--- config.mk ---
export PLATFORM = sky130hd
export DESIGN_NAME = button_press_conditioner
export DESIGN_NICKNAME = d
export VERILOG_FILES = /design/src/rtl/deb_pkg.sv /design/src/rtl/deb_sync.sv /design/src/rtl/deb_ctrl.sv /design/src/rtl/deb_datapath.sv /design/src/rtl/button_press_conditioner.sv
export SDC_FILE = /design/constraint.sdc
export NUM_CORES = 1
export LEC_CHECK = 0
export ABC_AREA = 0
export BUFFER_PORTS_ARGS = -buffer_cell sky130_fd_sc_hd__buf_2
export CAP_MARGIN = 0
export CORE_MARGIN = 3
export CORE_UTILIZATION = 55
export DETAILED_ROUTE_END_ITERATION = 16
export PLACE_DENSITY_LB_ADDON = 0.05
export SYNTH_ARGS = -nofsm -noshare
export SYNTH_HDL_FRONTEND = slang
export SYNTH_SLANG_ARGS = --single-unit
--- constraint.sdc ---
create_clock -name clk_i -period 2.5 [get_ports clk_i]
set_input_delay 0.375 -clock clk_i [delete_from_list [all_inputs] [get_ports clk_i]]
set_output_delay 0.375 -clock clk_i [all_outputs]
set_load 0.02 [all_outputs]
--- src/rtl/deb_pkg.sv ---
package deb_pkg;

  // Strobes the lockout control hands to the level/pulse datapath.
  typedef struct packed {
    logic seed;    // reset phase: load level and history from the input
    logic accept;  // take the synchronised input as the new clean level
  } deb_strobe_t;

endpackage

--- src/rtl/deb_sync.sv ---
module deb_sync #(
  parameter int STAGES = 2
) (
  input  logic clk_i,
  input  logic async_i,
  output logic sync_o
);

  logic [STAGES-1:0] chainQ;

  always_ff @(posedge clk_i) chainQ[0] <= async_i;

  generate
    for (genvar s = 1; s < STAGES; s++) begin : g_stage
      always_ff @(posedge clk_i) chainQ[s] <= chainQ[s-1];
    end
  endgenerate

  assign sync_o = chainQ[STAGES-1];

endmodule

--- src/rtl/deb_ctrl.sv ---
module deb_ctrl
  import deb_pkg::*;
#(
  parameter int LOCK_CYCLES = 100_000
) (
  input  logic        clk_i,
  input  logic        rst_i,
  input  logic        differ_i,
  output deb_strobe_t strobe_o,
  output logic        locked_o
);

  localparam int CNT_W = (LOCK_CYCLES < 2) ? 1 : $clog2(LOCK_CYCLES + 1);
  localparam logic [CNT_W-1:0] RELOAD = CNT_W'(LOCK_CYCLES - 1);

  logic [CNT_W-1:0] countQ;
  logic             locked;

  assign locked          = (countQ != '0);
  assign locked_o        = locked;
  assign strobe_o.seed   = rst_i;
  assign strobe_o.accept = !rst_i && !locked && differ_i;

  always_ff @(posedge clk_i) begin
    if (rst_i)                countQ <= '0;
    else if (strobe_o.accept) countQ <= RELOAD;
    else if (locked)          countQ <= countQ - 1'b1;
  end

  // while the window runs, the control never grants a new level
  a_r3_no_accept_locked: assert property (@(posedge clk_i) disable iff (rst_i)
    locked |-> !strobe_o.accept);

  // the window is empty in the cycle after reset
  a_r6_unlocked_after_reset: assert property (@(posedge clk_i)
    rst_i |=> !locked_o);

endmodule

--- src/rtl/deb_datapath.sv ---
module deb_datapath
  import deb_pkg::*;
(
  input  logic        clk_i,
  input  logic        sync_i,
  input  deb_strobe_t strobe_i,
  output logic        differ_o,
  output logic        level_o,
  output logic        press_o
);

  logic levelQ;
  logic prevQ;
  logic pressQ;

  always_ff @(posedge clk_i) begin
    if (strobe_i.seed) begin
      levelQ <= sync_i;
      prevQ  <= sync_i;
      pressQ <= 1'b0;
    end else begin
      if (strobe_i.accept) levelQ <= sync_i;
      prevQ  <= levelQ;
      pressQ <= levelQ & ~prevQ;
    end
  end

  assign differ_o = (sync_i != levelQ);
  assign level_o  = levelQ;
  assign press_o  = pressQ;

  // a pulse is one cycle wide
  a_r4_single_cycle: assert property (@(posedge clk_i) disable iff (strobe_i.seed)
    pressQ |=> !pressQ);

  // a pulse follows a 0-to-1 step of the clean level
  a_r4_follows_rise: assert property (@(posedge clk_i) disable iff (strobe_i.seed)
    pressQ |-> ($past(levelQ) && !$past(levelQ, 2)));

  // a fall of the clean level yields no pulse
  a_r5_no_fall_pulse: assert property (@(posedge clk_i) disable iff (strobe_i.seed)
    $fell(levelQ) |=> !pressQ);

endmodule

--- src/rtl/button_press_conditioner.sv ---
module button_press_conditioner
  import deb_pkg::*;
#(
  parameter int CLK_HZ      = 100_000_000,
  parameter int LOCK_CYCLES = CLK_HZ / 1000,
  parameter int SYNC_STAGES = 2
) (
  input  logic clk_i,
  input  logic rst_i,
  input  logic button_i,
  output logic level_o,
  output logic press_o
);

  deb_strobe_t strobe;
  logic        syncBtn;
  logic        differ;
  logic        locked;

  deb_sync #(.STAGES(SYNC_STAGES)) u_sync (
    .clk_i   (clk_i),
    .async_i (button_i),
    .sync_o  (syncBtn)
  );

  deb_ctrl #(.LOCK_CYCLES(LOCK_CYCLES)) u_ctrl (
    .clk_i    (clk_i),
    .rst_i    (rst_i),
    .differ_i (differ),
    .strobe_o (strobe),
    .locked_o (locked)
  );

  deb_datapath u_dp (
    .clk_i    (clk_i),
    .sync_i   (syncBtn),
    .strobe_i (strobe),
    .differ_o (differ),
    .level_o  (level_o),
    .press_o  (press_o)
  );

  // the clean level is frozen while the lockout runs
  a_r3_hold_in_lockout: assert property (@(posedge clk_i) disable iff (rst_i)
    locked |=> $stable(level_o));

  // no pulse right after a reset cycle
  a_r6_quiet_after_reset: assert property (@(posedge clk_i)
    rst_i |=> !press_o);

endmodule

### After elaboration in Yosys (flattened, before gate mapping)

Index checks and enable logic that the tools add are counted.

| storage, ports and cells | value |
|---|---|
| bits in registers | 22 |
| latch bits | 0 |
| bits in writable memories | 0 |
| ROM bits | 0 |
| input bits | 3 |
| output and inout port bits | 2 |
| word-level logic and storage cells | 24 |
| memories kept | 0 |

| operators by class | value |
|---|---|
| add/sub/neg operators | 1 |
| multipliers | 0 |
| divide/modulo/power cells | 0 |
| magnitude comparators | 0 |
| eq/ne operators | 1 |
| shifts and indexed selects | 0 |
| multiplexer cells | 5 |
| bitwise logic cells | 2 |
| reduce and logical (&&, ||, !) cells | 8 |

Operator list:

| operator | number |
|---|---|
| $mux W17 | 2 |
| $reduce_bool A17 Y1 | 1 |
| $sub A17 B1 Y17 const B | 1 |
| $reduce_bool A2 Y1 | 2 |
| $mux W1 | 3 |
| $logic_and A1 B1 Y1 | 2 |
| $logic_not A1 Y1 | 2 |
| $reduce_or A2 Y1 | 1 |
| $and A1 B1 Y1 | 1 |
| $ne A1 B1 Y1 | 1 |
| $not A1 Y1 | 1 |

### Logic depth before layout (Yosys ltp)

| logic depth | value |
|---|---|
| word-level depth | 6 |
| mapped depth | 6 |
| gate-level depth less buffers | 6 |

### Modules after synthesis

A second synthesis with hierarchy kept.

| unflattened totals | value |
|---|---|
| cell total of the unflattened synthesis | 122 |
| area, all modules | 1058.5 sq um |

By module, submodules not included:

| module | times used | cells an instance | area each (sq um) | sequential area each (sq um) |
|---|---|---|---|---|
| deb_ctrl | 1 | 113 | 910.9 | 340.3 |
| deb_datapath | 1 | 7 | 107.6 | 70.1 |
| deb_sync | 1 | 2 | 40.0 | 40.0 |

### Worst setup path after synthesis

Ideal clock, no wire load.

| timing | value |
|---|---|
| path kind | register -> register |
| start point | reg u_ctrl.countQ[5] |
| end point | reg u_ctrl.countQ[13] |
| setup time | 0.070 ns |
| arrival time | 2.143 ns |
| data required time | 2.430 ns |
| setup slack | 0.288 ns |
| stages on the path, launching flop included | 7 |
| buffers on the path | 2 |
| clock period less this slack | 2.212 ns |
| cells stage by stage | dfxtp_1 > or4_1 > buf_2 > or4_1 > clkbuf_2 > or4_1 > a21oi_1 |

| on the way | value |
|---|---|
| word-level cells in the longest chain between the ends | 5 |
| elaborated cells between the ends (all ways) | 6 |
| classes of those cells | 1 x add/sub; 5 x reduce/logical |

RTL lines:

| element | line | RTL |
|---|---|---|
| start: declaration | deb_ctrl.sv:16 | `logic [CNT_W-1:0] countQ;` |
| start signal: assignment | deb_ctrl.sv:27 | `else if (locked) countQ <= countQ - 1'b1;` |
| branches (longest 5 deep; another with $sub A17 B1 Y17) | -- |  |

Several ways; the timed one is not identified.
A chain may end at the register's enable or synchronous reset.

### Final worst setup path

| timing | value |
|---|---|
| start point | reg u_ctrl.countQ[3] |
| end point | reg u_ctrl.countQ[13] |

The elaborated chain is that of the path after synthesis.

==> results.json <==
{
  "die_w_microns": 49.77,
  "hold_buffers": 0,
  "cp_top_family": "simple AND/OR/NAND/NOR gates",
  "routabilityCongestion": 0.8665,
  "timing.critical_path.mode_cell": "or4_1",
  "clk_latency_ns": 0.31,
  "finalMaxSlewViolations": 0,
  "synth_top_cell_by_area": "dfxtp_1",
  "synth_area_sq_um": 1054,
  "slew-limit-headroom": 0.6153,
  "p_leak_nw": 0.4274,
  "fin_ws_ns": 0.2788,
  "cts.repair.resized": 0,
  "startpoint": "u_ctrl.countQ[3]",
  "num_rows": 15,
  "r2r_start": "u_ctrl.countQ[3]",
  "hold_viol": 0,
  "htreeDepth": 1,
  "netlist_instances": 123,
  "dp_slack_ns": 0.2842,
  "syn_avg_cell_area_sq_um": 8.565,
  "clockBufferDepth": 2,
  "start_kind": "flip-flop",
  "seq_area_frac_synth": 0.4276,
  "power.density_nw_per_um2": 1609,
  "crit_chain": "or4_1 > or4_1 > or4_1 > a21oi_1",
  "slowest_delay_ns": 0.60,
  "drtAntennaViolNets": 0,
  "nets": 136,
  "endpoint": "u_ctrl.countQ[13]",
  "synth_warnings": 0,
  "cts_setup_buffers": 0,
  "crit_type": "flip-flop to flip-flop",
  "setup_violations": 0,
  "tritoncts": "built",
  "rrSetupSlack_ns": 0.28,
  "cp-end-kind": "flip-flop",
  "syn2layout_area_growth_pct": 9.502,
  "reg2reg_depth": 4,
  "start_util": 0.5972,
  "status": "finished clean",
  "rr_endpoint": "u_ctrl.countQ[13]",
  "cp_max_fo": 8,
  "die_y_microns": 49.77,
  "root_buffer": "clkbuf_4",
  "peakVddDrop_mv": 0.8244,
  "grt_use_total": 0.2113,
  "setup_tns_ns": 0,
  "antenna_found_initial": 0,
  "max_freq_mhz": 450.2,
  "hp-start": "button_i",
  "portBuffers": 4,
  "hold_path.class": "input pin to flip-flop",
  "period_needed_ns": 2.221,
  "vias": 962,
  "cp_num_buf_inv": 0,
  "grt_overflow": 0,
  "synthTopCellsByArea": "dfxtp_1 (40%), a21oi_1 (5.2%), nor4_1 (4.8%)",
  "first_pass_iters": 4,
  "avgRoutedWirePerCell_microns": 14.63,
  "rsz0062_at_grt": "false",
  "dieArea_sq_um": 2477,
  "crit_slowest_cell": "or4_1",
  "cp_data_required_time_ns": 2.75,
  "arrival_ns": 2.48,
  "clkTransAtPathRegs_ns": 0.12,
  "drc": 0,
  "fin_util": 0.6539,
  "ys_types": 35,
  "clock_skew_ns": 0.002144,
  "vias_per_cell": 6.167,
  "drive_gt1_frac": 0.1069,
  "post-route-period-util": 0.8885,
  "drt-total-wl_microns": 2283,
  "worst_pin_slew_ns": 0.5726,
  "fillers": 179,
  "fp.coreArea_sq_um": 1764,
  "clock_sinks": 22,
  "num_antenna_cells": 0,
  "grt_pass1_wl_microns": 4077,
  "grt_pass1_vias": 924,
  "first_iter_violations": 47,
  "io_pins": 5,
  "grt_max_degree": 15,
  "cp_num_cells": 4,
  "synth_seq_cells": 22,
  "numCtsBuffers": 3,
  "hpwl_microns": 1624,
  "cap_violations": 0,
  "synth.top_cell.area_share": 0.3990,
  "synthesis.nets": 127
}
## per-layer routing
layer	part of all wire	vias up	GRT usage
met3	0.038	4	0.03625
met4	0.011	0	0.06912
met2	0.44	24	0.3150
met5	0	-	0
li1	-	498	-
met1	0.51	436	0.3064
## per-stage QoR
step | std cells | hold slack, ns | total power [mW] | area [sq um]
2_1_floorplan | 123 | 0.3096 | 1.361 | 1054
3_3_place_gp | 152 | 0.3172 | 1.616 | 1117
3_5_place_dp | 152 | 0.3150 | 1.641 | 1117
4_1_cts | 156 | 0.1473 | 1.844 | 1154
5_1_grt | 156 | 0.1454 | 2.029 | 1154
6_report | 156 | 0.1551 | 1.857 | 1154
## logic make-up after synthesis
family	count (synthesis)	synth area share
xor+xnor	1	0.008315
flops	22	0.4276
compound gates	32	0.1936
simple gates	56	0.3171
buf+inv	11	0.04157
fa+ha+maj	1	0.01187
## final cells by class
class / instances / area [sq um] / area share
Inverter: 7 / 26.28 / 0.02278
Timing Repair Buffer: 8 / 50.05 / 0.04338
Sequential cell: 22 / 450.4 / 0.3905
Multi-Input combinational cell: 90 / 559.3 / 0.4848
Tap cell: 25 / 31.28 / 0.02711
Clock buffer: 4 / 36.28 / 0.03145
## cell usage in the layout, fill, tap and decap left out
| cell type | n |
|---|---|
| dfxtp_1 | 21 |
| a21oi_1 | 11 |
| nor3_1 | 9 |
| nand2_1 | 9 |
| nor4_1 | 8 |
| inv_1 | 7 |
| nand2b_1 | 5 |
| o31ai_1 | 5 |
| or4_1 | 4 |
| or3_1 | 4 |
| a31oi_1 | 4 |
| o21ai_0 | 4 |
| buf_2 | 4 |
| buf_4 | 4 |
| nor2_1 | 3 |
| clkbuf_4 | 3 |
| and4_1 | 2 |
| nor4b_1 | 2 |
| nand3_1 | 2 |
| nand3b_1 | 2 |
| nor2b_1 | 2 |
| a211oi_1 | 2 |
| xor2_1 | 1 |
| a21o_1 | 1 |
| or4b_2 | 1 |
| a211o_1 | 1 |
| a31o_2 | 1 |
| nand4b_1 | 1 |
| a311oi_1 | 1 |
| nand4_1 | 1 |
| a221oi_1 | 1 |
| o41ai_1 | 1 |
| or4b_1 | 1 |
| ha_1 | 1 |
| clkbuf_8 | 1 |
| edfxtp_1 | 1 |
## cells in the mapped netlist
| master | count |
|---|---|
| nand4b_1 | 1 |
| or4b_2 | 1 |
| a31o_2 | 1 |
| a21oi_1 | 11 |
| a21o_1 | 1 |
| o41ai_1 | 1 |
| nor3_1 | 9 |
| and4_1 | 2 |
| buf_2 | 1 |
| or4b_1 | 1 |
| nor4_1 | 8 |
| edfxtp_1 | 1 |
| o31ai_1 | 5 |
| nand3_1 | 2 |
| ha_1 | 1 |
| nand4_1 | 1 |
| o21ai_0 | 4 |
| nand3b_1 | 2 |
| clkbuf_2 | 1 |
| a311oi_1 | 1 |
| clkbuf_1 | 2 |
| a221oi_1 | 1 |
| or3_1 | 4 |
| nor2_1 | 3 |
| or4_1 | 4 |
| inv_1 | 7 |
| nand2b_1 | 5 |
| a211oi_1 | 2 |
| nor2b_1 | 2 |
| nor4b_1 | 2 |
| dfxtp_1 | 21 |
| xor2_1 | 1 |
| nand2_1 | 9 |
| a31oi_1 | 4 |
| a211o_1 | 1 |
## how the worst min path moves through the flow
stage          slack (ns)  cells after the start                to
3_5_place_dp         0.32                      0     u_sync.sync_o
5_1_grt              0.15                      1  u_sync.chainQ[0]
2_1_floorplan        0.31                      0     u_sync.sync_o
6_report             0.16                      1  u_sync.chainQ[0]
3_3_place_gp         0.32                      0     u_sync.sync_o
4_1_cts              0.15                      1  u_sync.chainQ[0]
## power breakdown
group / leakage [nW] / internal, mW / switching, mW
registers: 0.183 / 0.479 / 0.169
logic: 0.223 / 0.448 / 0.564
clock network: 0.0210 / 0.0890 / 0.107
## registers in the layout, indices dropped and copies added, names as in the netlist
register and cells:
u_dp.level_o 1, u_dp.prevQ 1, u_sync.chainQ 1, u_ctrl.countQ 17
u_sync.sync_o 1, u_dp.press_o 1
Note: power is estimated with default switching activity, not from simulation.
